===== src/rtl/cas_pkg.sv =====
package cas_pkg;

   typedef enum logic {
      ROLE_SLAVE  = 1'b0,
      ROLE_MASTER = 1'b1
   } cas_role_e;

   localparam int unsigned ID_W_MIN = 1;
   localparam int unsigned ID_W_MAX = 4;

endpackage


===== src/rtl/cas_role_sel.sv =====
module cas_role_sel
   import cas_pkg::*;
(
   input  logic      strap_in,
   input  logic      buffered,
   input  logic      buf_master,
   output cas_role_e role
);

   // In buffered mode the pin is an output, so the role comes from configuration.
   always_comb begin
      if (buffered) role = buf_master ? ROLE_MASTER : ROLE_SLAVE;
      else          role = strap_in   ? ROLE_MASTER : ROLE_SLAVE;
   end

endmodule


===== src/rtl/cas_master_drv.sv =====
module cas_master_drv #(
   parameter int unsigned ID_W = 3
) (
   input  logic                 clk,
   input  logic                 rst_n,
   input  logic                 ack_active,
   input  logic [ID_W-1:0]      win_level,
   input  logic [(1<<ID_W)-1:0] slave_map,
   output logic [ID_W-1:0]      cas_id,
   output logic                 self_drive
);

   logic            seq_q;
   logic            casc_q;
   logic [ID_W-1:0] lvl_q;
   logic            live;

   // Capture the winner and its slave flag once, on the first edge of the sequence.
   always_ff @(posedge clk or negedge rst_n) begin
      if (!rst_n) begin
         seq_q  <= 1'b0;
         casc_q <= 1'b0;
         lvl_q  <= '0;
      end else begin
         seq_q <= ack_active;
         if (ack_active && !seq_q) begin
            lvl_q  <= win_level;
            casc_q <= slave_map[win_level];
         end
      end
   end

   assign live       = seq_q && ack_active;
   assign cas_id     = (live && casc_q) ? lvl_q : '0;
   assign self_drive = live && !casc_q;

   // Nothing is driven on the first cycle of a sequence.
   p_quiet_first_r3: assert property (@(posedge clk) disable iff (!rst_n)
      $rose(ack_active) |-> (cas_id == '0) && !self_drive);

   // A captured decision does not move while the sequence lasts.
   p_hold_r7: assert property (@(posedge clk) disable iff (!rst_n)
      (live && $past(live)) |-> ($stable(cas_id) && $stable(self_drive)));

   // Identifier on the lines and own bus drive never coincide with a nonzero id.
   p_one_source_r4: assert property (@(posedge clk) disable iff (!rst_n)
      self_drive |-> (cas_id == '0));

endmodule


===== src/rtl/cas_slave_cmp.sv =====
module cas_slave_cmp #(
   parameter int unsigned ID_W = 3
) (
   input  logic            clk,
   input  logic            rst_n,
   input  logic            ack_active,
   input  logic [ID_W-1:0] cas_in,
   input  logic [ID_W-1:0] own_id,
   output logic            id_drive
);

   logic seq_q;
   logic took_q;
   logic hit_q;

   // Sample one edge after the master has latched its identifier; decide once.
   always_ff @(posedge clk or negedge rst_n) begin
      if (!rst_n) begin
         seq_q  <= 1'b0;
         took_q <= 1'b0;
         hit_q  <= 1'b0;
      end else begin
         seq_q <= ack_active;
         if (!ack_active) begin
            took_q <= 1'b0;
            hit_q  <= 1'b0;
         end else if (seq_q && !took_q) begin
            took_q <= 1'b1;
            hit_q  <= (cas_in == own_id);
         end
      end
   end

   assign id_drive = ack_active && took_q && hit_q;

   // No decision exists one edge into the sequence.
   p_late_decide_r5: assert property (@(posedge clk) disable iff (!rst_n)
      $rose(ack_active) |=> !id_drive);

   // Once taken, the decision holds until the sequence ends.
   p_decision_hold_r6: assert property (@(posedge clk) disable iff (!rst_n)
      (ack_active && $past(took_q) && took_q) |-> $stable(id_drive));

endmodule


===== src/rtl/cas_ident_ctrl.sv =====
module cas_ident_ctrl
   import cas_pkg::*;
#(
   parameter int unsigned ID_W = 3
) (
   input  logic                 clk,
   input  logic                 rst_n,
   input  logic                 strap_in,
   output logic                 strap_out,
   output logic                 strap_oe,
   input  logic                 buffered,
   input  logic                 buf_master,
   input  logic [(1<<ID_W)-1:0] slave_map,
   input  logic [ID_W-1:0]      own_id,
   input  logic                 ack_active,
   input  logic [ID_W-1:0]      win_level,
   input  logic [ID_W-1:0]      cas_in,
   output logic [ID_W-1:0]      cas_out,
   output logic                 cas_oe,
   output logic                 bus_drive
);

   localparam int unsigned N_IN = 1 << ID_W;

   generate
      if (ID_W < ID_W_MIN || ID_W > ID_W_MAX) begin : g_bad_width
         $error("cas_ident_ctrl: ID_W out of supported range");
      end
      if (N_IN != (1 << ID_W)) begin : g_bad_count
         $error("cas_ident_ctrl: input count mismatch");
      end
   endgenerate

   cas_role_e       role;
   logic [ID_W-1:0] m_cas;
   logic            m_drive;
   logic            s_drive;
   logic            is_master;

   cas_role_sel u_role (
      .strap_in   (strap_in),
      .buffered   (buffered),
      .buf_master (buf_master),
      .role       (role)
   );

   cas_master_drv #(.ID_W(ID_W)) u_master (
      .clk        (clk),
      .rst_n      (rst_n),
      .ack_active (ack_active),
      .win_level  (win_level),
      .slave_map  (slave_map),
      .cas_id     (m_cas),
      .self_drive (m_drive)
   );

   cas_slave_cmp #(.ID_W(ID_W)) u_slave (
      .clk        (clk),
      .rst_n      (rst_n),
      .ack_active (ack_active),
      .cas_in     (cas_in),
      .own_id     (own_id),
      .id_drive   (s_drive)
   );

   assign is_master = (role == ROLE_MASTER);
   assign cas_oe    = is_master;
   assign cas_out   = is_master ? m_cas : '0;
   assign bus_drive = is_master ? m_drive : s_drive;
   assign strap_oe  = buffered;
   assign strap_out = buffered && bus_drive;

   // A slave never drives the shared lines.
   p_slave_quiet_r1: assert property (@(posedge clk) disable iff (!rst_n)
      !cas_oe |-> (cas_out == '0));

   // The master never drives the bus while it is naming a slave.
   p_single_driver_r4: assert property (@(posedge clk) disable iff (!rst_n)
      (cas_oe && cas_out != '0) |-> !bus_drive);

   // The transceiver enable follows the bus drive only in buffered mode.
   p_buf_enable_r8: assert property (@(posedge clk) disable iff (!rst_n)
      strap_out |-> (strap_oe && bus_drive));

endmodule


===== config.mk =====
export PLATFORM = sky130hd
export DESIGN_NAME = cas_ident_ctrl
export DESIGN_NICKNAME = d
export VERILOG_FILES = /design/src/rtl/cas_pkg.sv /design/src/rtl/cas_role_sel.sv /design/src/rtl/cas_master_drv.sv /design/src/rtl/cas_slave_cmp.sv /design/src/rtl/cas_ident_ctrl.sv
export SDC_FILE = /design/constraint.sdc
export NUM_CORES = 1
export LEC_CHECK = 0
export BUFFER_PORTS_ARGS = -buffer_cell sky130_fd_sc_hd__buf_4
export CORE_AREA = 2 2 39 41
export DETAILED_ROUTE_END_ITERATION = 7
export DIE_AREA = 0 0 41 43
export PLACE_DENSITY = 0.68
export SLEW_MARGIN = 20
export SYNTH_ARGS = -nofsm -noshare
export SYNTH_HDL_FRONTEND = slang
export SYNTH_HIERARCHICAL = 1
export SYNTH_SLANG_ARGS = --single-unit

===== constraint.sdc =====
create_clock -name clk -period 3.2 [get_ports clk]
set_input_delay 0.64 -clock clk [delete_from_list [all_inputs] [get_ports clk]]
set_output_delay 0.64 -clock clk [all_outputs]
set_load 0.1 [all_outputs]

# --- Word level (Yosys, flattened, before mapping) ---
# Cells that the tools add are included.
classes:
  n_eq_ne: 2
  n_reduce_logical: 11
  muxes: 12
  n_lt_le_gt_ge: 1
op_table:
  columns: ["op", "n"]
  rows:
  - ["$mux 1", 9]
  - ["$logic_and 1x1->1", 8]
  - ["$mux 3", 2]
  - ["$lt 3x4->1 const B", 1]
  - ["$bmux 1 s3", 1]
  - ["$eq 3x3->1", 1]
  - ["$logic_not 1->1", 3]
  - ["$ne 2x1->1 const B", 1]
word_totals:
  elab_cells: 31
  reg_bits: 7
  output_inout_bits: 7
  inputBits: 23

# --- Depth between registers and ports, before layout ---
# Gate-level depths: netlist of the first run.
depth:
  depth_word: 4
  depth_mapped: 4
  ltp_nobuf: 4

# --- By module ---
# Netlist of the first run, hierarchy kept.
by_module_without_submodules:
  columns: ["module", "area_per_inst_um2", "cells_per_inst", "instances", "seq_area_each_um2"]
  rows:
  - ["cas_master_drv", 284.0, 22, 1, 125.1]
  - ["cas_slave_cmp", 153.9, 12, 1, 75.1]
  - ["cas_ident_ctrl", 53.8, 6, 1, 0.0]
  - ["cas_role_sel", 15.0, 1, 1, 0.0]

# --- Least setup slack after synthesis of the first run ---
# No wires, ideal clock.
synth_path:
  path_kind: "input -> output"
  start: "input buffered"
  end: "output strap_out"
  stages: 3
  required_time_ps: 2560
  slack_ps: 649
  t_arrival_ps: 1911
  path_buffers: 0
  path_cell_list: "mux2_4 > mux2_4 > and2_4"
synth_via:
  elab_chain_len: 3
synth_lines:
  columns: ["item", "line", "source"]
  rows:
  - ["start: declaration", "cas_ident_ctrl.sv:11", "input logic buffered,"]
  - ["$mux 1", "cas_role_sel.sv:12", "if (buffered) role = buf_master ? ROLE_MASTER : ROLE_SLAVE;"]
  - ["$mux 1", "cas_ident_ctrl.sv:69", "assign bus_drive = is_master ? m_drive : s_drive;"]
  - ["named net bus_drive", "cas_ident_ctrl.sv:20", "output logic bus_drive"]
  - ["$logic_and 1x1->1", "cas_ident_ctrl.sv:71", "assign strap_out = buffered && bus_drive;"]
  - ["end: declaration", "cas_ident_ctrl.sv:9", "output logic strap_out,"]
# The timed path passes the listed nets, and every way through them passes these cells.

# --- Worst setup path after layout of the first run ---
layout_path:
  start: "input buffered"
  end: "output strap_out"
layout_via:
  elab_chain_len: 3
layout_lines:
  columns: ["item", "line"]
  rows:
  - ["$mux 1", "cas_role_sel.sv:12"]
  - ["$mux 1", "cas_ident_ctrl.sv:69"]
  - ["$logic_and 1x1->1 *", "cas_ident_ctrl.sv:71"]
# Every way passes the cells marked *; elsewhere a longest branch is shown, timed or not.

==> impl_metrics.py, run 1 <==
metrics = {
    "final_layout": {
        "fill_cells": 118,
        "seq_area_sq_um": 200,
        "multi_input_area_sq_um": 284,
        "finalNonFillerCells": 87,
        "fin_area_sq_um": 748,
        "drive_gt1_frac": 0.620,
        "fin_nets": 96,
        "n_antenna_cell": 0,
        "area_growth_pct": 47.7,
        "utilization": 0.541,
    },
    "logic_synthesis": {
        "synth_nets": 64,
        "synth_top_area_frac": 0.395,
        "synth.cell_area_sq_um": 507,
        "synth_area_leader_cell": "dfrtp_1",
        "synth_cell_types": 20,
        "syn_area_per_cell_sq_um": 12.4,
        "synthArstFlopShare": 1.00,
        "synth_edf_count": 0,
        "yosys_warnings": 6,
        "ys_seq_elements": 8,
        "synth_cells": 41,
        "ys_seq_area_frac": 0.395,
        "synth_area_leaders": "dfrtp_1 (40%), mux2i_1 (9.9%), mux2_2 (6.7%), mux2_4 (5.9%), and2_2 (4.4%)",
        "yosysMostFrequentCell": "dfrtp_1",
        "netlist_top_cells_count": "dfrtp_1 (8), mux2i_1 (5)",
        "ys.flop_type": "dfrtp_1",
    },
    "critical_path": {
        "path_buf_inv": 2,
        "arrival_ns": 1.77,
        "endpoint": "strap_out",
        "cp_num_cells": 5,
        "worstPathRequired_ns": 2.56,
        "crit_path_max_fanout": 5,
        "crit_family": "multiplexers",
        "worstRegToRegCells": 2,
        "crit_path_cell_trace": "buf_4, mux2_4, mux2_4, and2_4, buf_4",
        "r2r-end": "u_master/lvl_q[2]$_DFFE_PN0P_",
        "critPathLaunch": "buffered",
        "cp-end-kind": "output port",
        "max_stage_delay_ns": 0.32,
        "rrSetupSlack_ns": 2.01,
        "start_kind": "input pin",
        "r2r-start": "u_master/seq_q$_DFF_PN0_",
        "crit_type": "in2out",
        "crit_slowest_cell": "mux2_4",
    },
    "grt": {
        "grt_pass1_vias": 383,
        "grt_first_pass_wirelength_um": 1470,
        "overflow": 0,
        "grtUsageTotal": 0.125,
        "grt_max_degree": 10,
        "antenna_found_initial": 0,
    },
    "sta": {
        "worst_pin_slew_ns": 0.355,
        "holdWs_ns": 0.194,
        "timing.final.ws_setup_ns": 0.792,
        "finalSetupTns_ns": 0,
        "skew_ns": 0.00735,
        "period_needed_ns": 2.41,
        "final-max-slew-violation-count": 0,
        "hold_violations": 0,
        "rsz0062_at_grt": "false",
        "max_slew_margin": 0.763,
        "max_freq_mhz": 415,
        "fin_crit_sh": 0.752,
        "setup_violations": 0,
    },
    "clock_network": {
        "path_clk_slew_ns": 0.06,
        "cts_setup_buffers": 0,
        "clkLatencyLatePin_ns": 0.25,
        "cts-resized-gates": 0,
        "cts-root-buf": "clkbuf_4",
        "h-tree-depth": 1,
        "tritoncts": "built",
        "clock_path_buffers": 2,
        "clock_sinks": 8,
        "cts_buffers": 3,
        "hold_buffers": 0,
    },
    "place": {
        "dpl_cell_area_sq_um": 726,
        "gp_congestion": 0.669,
        "dpl.hpwl_um": 789,
        "dp.cells": 84,
        "pre_cts_ws_ns": 0.790,
        "io_buffer_count": 29,
    },
    "detailed_routing": {
        "met2_length_um": 478,
        "drtIter0Drc": 6,
        "top_layer_used": "met3",
        "remaining_drc_errors": 0,
        "vias": 406,
        "wl_met1_um": 411,
        "drt_first_pass_iters": 4,
        "dr_wl_met3_um": 61,
        "drt_wl_total_um": 951,
        "avgViaCountPerCell": 4.67,
        "ant_nets": 0,
        "wl_per_cell_um": 10.9,
    },
    "power": {
        "vdd.ir_drop.worst_v": 0.000187,
        "p_int_uw": 199,
        "swShare": 0.311,
        "p_per_area_nw_per_um2": 386,
        "leakage_nw": 0.388,
        "p_sw_uw": 90.0,
        "power_frac_seq": 0.409,
        "power_uw": 289,
        "clockPowerShare": 0.258,
        "share_comb_of_total_power": 0.333,
    },
    "floorplan": {
        "dieArea_sq_um": 1760,
        "pin_count": 30,
        "initial_utilization": 0.366,
        "core_sq_um": 1380,
        "num_rows": 14,
        "chipWidth_um": 41,
        "die_h_um": 43,
    },
    "run_status": {
        "outcome": "completed",
    },
    "min_path": {
        "hold_class": "in2async",
    },
    "job": {
        "maxCapViolations": 0,
    },
}
-- per-layer routing --
layer	vias to the layer above	track usage
li1	202	-
met1	193	0.147
met2	11	0.191
met3	0	0.0471
met4	0	0.0600
met5	-	0
-- power groups by stage --
stage / Clock [mW] / Combinational (mW) / Sequential, mW
after global placement: 0 / 0.0958 / 0.119
after detailed placement: 0 / 0.0967 / 0.120
after global routing: 0.0867 / 0.103 / 0.119
after floorplan: 0 / 0.0644 / 0.118
after CTS: 0.0782 / 0.0970 / 0.118
final: 0.0747 / 0.0961 / 0.118
-- placed cells by master (no fill, tap or decap) --
cell type and n:
mux2_4 2, xor2_1 2, buf_4 29, o21a_1 1, mux2_2 3, and2_1 3, o32ai_2 1, clkbuf_4 3
and3_1 3, and2_4 1, and2_2 3, mux4_2 1, dfrtp_1 8, mux2i_1 5, nand2_1 1, nand3_1 1
nor2b_1 1, inv_1 1, xnor2_1 1, nor2b_4 1
-- logic make-up (layout without fill, tap and decap cells) --
family / after synthesis / after routing / share of synthesized area
muxes: 11 / 11 / 0.269
buffers and inverters: 3 / 33 / 0.0444
AOI/OAI and AO/OA: 2 / 2 / 0.0469
and+or+nand+nor: 14 / 14 / 0.193
DFF: 8 / 8 / 0.395
xor gates and xnor gates: 3 / 3 / 0.0519
-- layout make-up --
class / instances / area share
multi-input combinational: 30 / 0.380
tap: 16 / 0.0268
clock buffer: 3 / 0.0301
timing repair buffer: 29 / 0.291
sequential: 8 / 0.268
inverter: 1 / 0.00502
-- state kept, by name, indices dropped and copies added (netlist names) --
register / flops
u_slave/seq_q: 1
u_master/lvl_q: 3
u_slave/took_q: 1
u_slave/hit_q: 1
u_master/casc_q: 1
u_master/seq_q: 1
-- worst register-to-register path, cell delays in order (launching register included) --
cell and delay, ns:
dfrtp_1 0.39, nor2b_1 0.31, mux2_2 0.39
-- worst min path at each step --
stage          start                       endpoint  depth (start not counted)
4_1_cts        rst_n  u_master/lvl_q[2]$_DFFE_PN0P_                          1
2_1_floorplan  rst_n    u_master/casc_q$_DFFE_PN0P_                          0
5_1_grt        rst_n     u_slave/took_q$_DFFE_PN0P_                          1
3_3_place_gp   rst_n    u_master/casc_q$_DFFE_PN0P_                          1
6_report       rst_n    u_master/casc_q$_DFFE_PN0P_                          1
3_5_place_dp   rst_n     u_slave/took_q$_DFFE_PN0P_                          1
Power figures use the tool's default switching activity.
==> inputs of run 2 (changes only) <==
- CORE_AREA: 2 2 39 41 -> unset
- CORE_MARGIN: unset -> 2
- CORE_UTILIZATION: unset -> 37
- DIE_AREA: 0 0 41 43 -> unset
- PLACE_DENSITY: 0.68 -> 0.7
- clock period: 3.2 -> 2.1 ns (I/O delays scaled with it)
==> run 2 against run 1 <==
Compared with the run above:
- die area fell by 4.6%
- setup slack lost 0.66 ns
- worst hold slack improved by 0.15 ns
==> impl_metrics.py, run 2 (same netlist as run 1, synthesis figures left out) <==
metrics = {
    "final_layout": {
        "n_antenna_cell": 0,
        "largest_reg_flops": 3,
        "seq_area_sq_um": 200,
        "utilization": 0.589,
        "fill_cells": 114,
        "area_growth_pct": 49.4,
        "layout_commonest_cell": "buf_4",
        "largest_register": "u_master/lvl_q",
        "final_cell_mix": "buf_4 (29), dfrtp_1 (8), mux2i_1 (5)",
        "multi_input_area_sq_um": 284,
        "drive_gt1_frac": 0.611,
        "fin_area_sq_um": 757,
        "fin_nets": 97,
    },
    "grt": {
        "antenna_found_initial": 0,
        "grt_first_pass_wirelength_um": 1550,
        "grt_max_degree": 10,
        "grt_pass1_vias": 348,
        "grtUsageTotal": 0.148,
        "overflow": 0,
    },
    "clock_network": {
        "clkLatencyLatePin_ns": 0.25,
        "cts-root-buf": "clkbuf_4",
        "cts_setup_buffers": 0,
        "path_clk_slew_ns": 0.05,
        "h-tree-depth": 1,
        "clock_path_buffers": 2,
        "cts_buffers": 3,
        "tritoncts": "built",
        "clock_sinks": 8,
    },
    "sta": {
        "max_freq_mhz": 509,
        "period_needed_ns": 1.96,
        "rsz0062_at_grt": "false",
        "hold_violations": 0,
        "holdWs_ns": 0.345,
        "setup_violations": 0,
        "worst_pin_slew_ns": 0.397,
        "skew_ns": 0.00238,
        "final-max-slew-violation-count": 0,
        "max_slew_margin": 0.735,
        "fin_crit_sh": 0.935,
    },
    "detailed_routing": {
        "ant_nets": 0,
        "drt_wl_total_um": 1020,
        "avgViaCountPerCell": 4.60,
        "wl_per_cell_um": 11.7,
        "vias": 400,
        "drt_first_pass_iters": 2,
        "drtIter0Drc": 1,
        "remaining_drc_errors": 0,
    },
    "critical_path": {
        "crit_family": "multiplexers",
        "path_buf_inv": 2,
        "r2r-start": "u_master/seq_q$_DFF_PN0_",
        "crit_type": "in2out",
        "crit_slowest_cell": "mux2_4",
        "worstRegToRegCells": 2,
        "crit_path_max_fanout": 5,
        "cp-end-kind": "output port",
        "worstPathRequired_ns": 1.68,
        "cp_num_cells": 5,
        "start_kind": "input pin",
        "rrSetupSlack_ns": 0.87,
        "critPathLaunch": "buffered",
        "crit_path_cell_trace": "buf_4, mux2_4, mux2_4, and2_4, buf_4",
        "r2r-end": "u_master/lvl_q[0]$_DFFE_PN0P_",
        "max_stage_delay_ns": 0.32,
        "arrival_ns": 1.54,
    },
    "floorplan": {
        "dieArea_sq_um": 1680,
        "core_sq_um": 1280,
        "pin_count": 30,
        "num_rows": 13,
        "chipWidth_um": 41.0,
        "die_h_um": 41.0,
        "initial_utilization": 0.394,
    },
    "power": {
        "leakage_nw": 0.392,
        "p_per_area_nw_per_um2": 578,
        "vdd.ir_drop.worst_v": 0.000430,
    },
    "run_status": {
        "outcome": "completed",
    },
    "min_path": {
        "hold_class": "in2reg",
        "hp-start": "ack_active",
        "min_to": "u_master/seq_q$_DFF_PN0_",
        "whs_path_depth": 1,
    },
    "place": {
        "io_buffer_count": 29,
        "dpl_cell_area_sq_um": 724,
        "gp_congestion": 0.643,
        "dpl.hpwl_um": 869,
    },
    "job": {
        "maxCapViolations": 0,
    },
}
==> run 2: cell count changes in the layout (fill, tap and decap cells not counted), sizes merged <==
cell | previous run | this run
dlygate4sd3 | 0 | 1
==> run 2: worst max path at each step <==
stage / to / slack, ns
floorplan: strap_out / -0.01
global placement: strap_out / 0.15
detailed placement: strap_out / 0.13
CTS: strap_out / 0.13
global route: strap_out / 0.11
finish: strap_out / 0.14
==> run 2: per-layer routing <==
| layer | vias up | share of wire | GRT usage |
|---|---|---|---|
| li1 | 207 | - | - |
| met1 | 178 | 0.42 | 0.193 |
| met2 | 13 | 0.49 | 0.227 |
| met3 | 2 | 0.068 | 0.0326 |
| met4 | 0 | 0.021 | 0.0750 |
| met5 | - | 0 | 0 |
==> run 2: cell type report <==
cell class              count  area share
multi-input cells          30       0.375
repair buffers             30       0.301
flip-flops and latches      8       0.264
clock buffers               3      0.0298
well taps                  15      0.0248
inverters                   1     0.00496
==> run 2: what timing repair did <==
| item | CTS | global route |
|---|---|---|
| gates resized for setup | 0 | 0 |
| hold buffers | 1 | 0 |
| hold endpoints to repair | 8 | 0 |
| endpoints found under the setup margin | 0 | 0 |
==> run 2: per-stage QoR <==
step	setup TNS (ns)	power [mW]	std cells	setup slack, ns
after floorplan	-0.0109	0.278	41	-0.0109
after CTS	0	0.448	87	0.131
after global routing	0	0.460	87	0.115
after detailed placement	0	0.330	83	0.133
after global placement	0	0.327	83	0.146
final	0	0.437	87	0.137
==> run 2: power by group <==
group	switching, mW	internal [mW]	leakage, nW
clock network	0.0449	0.0649	0.0138
registers	0.00839	0.171	0.0964
logic	0.0798	0.0682	0.282
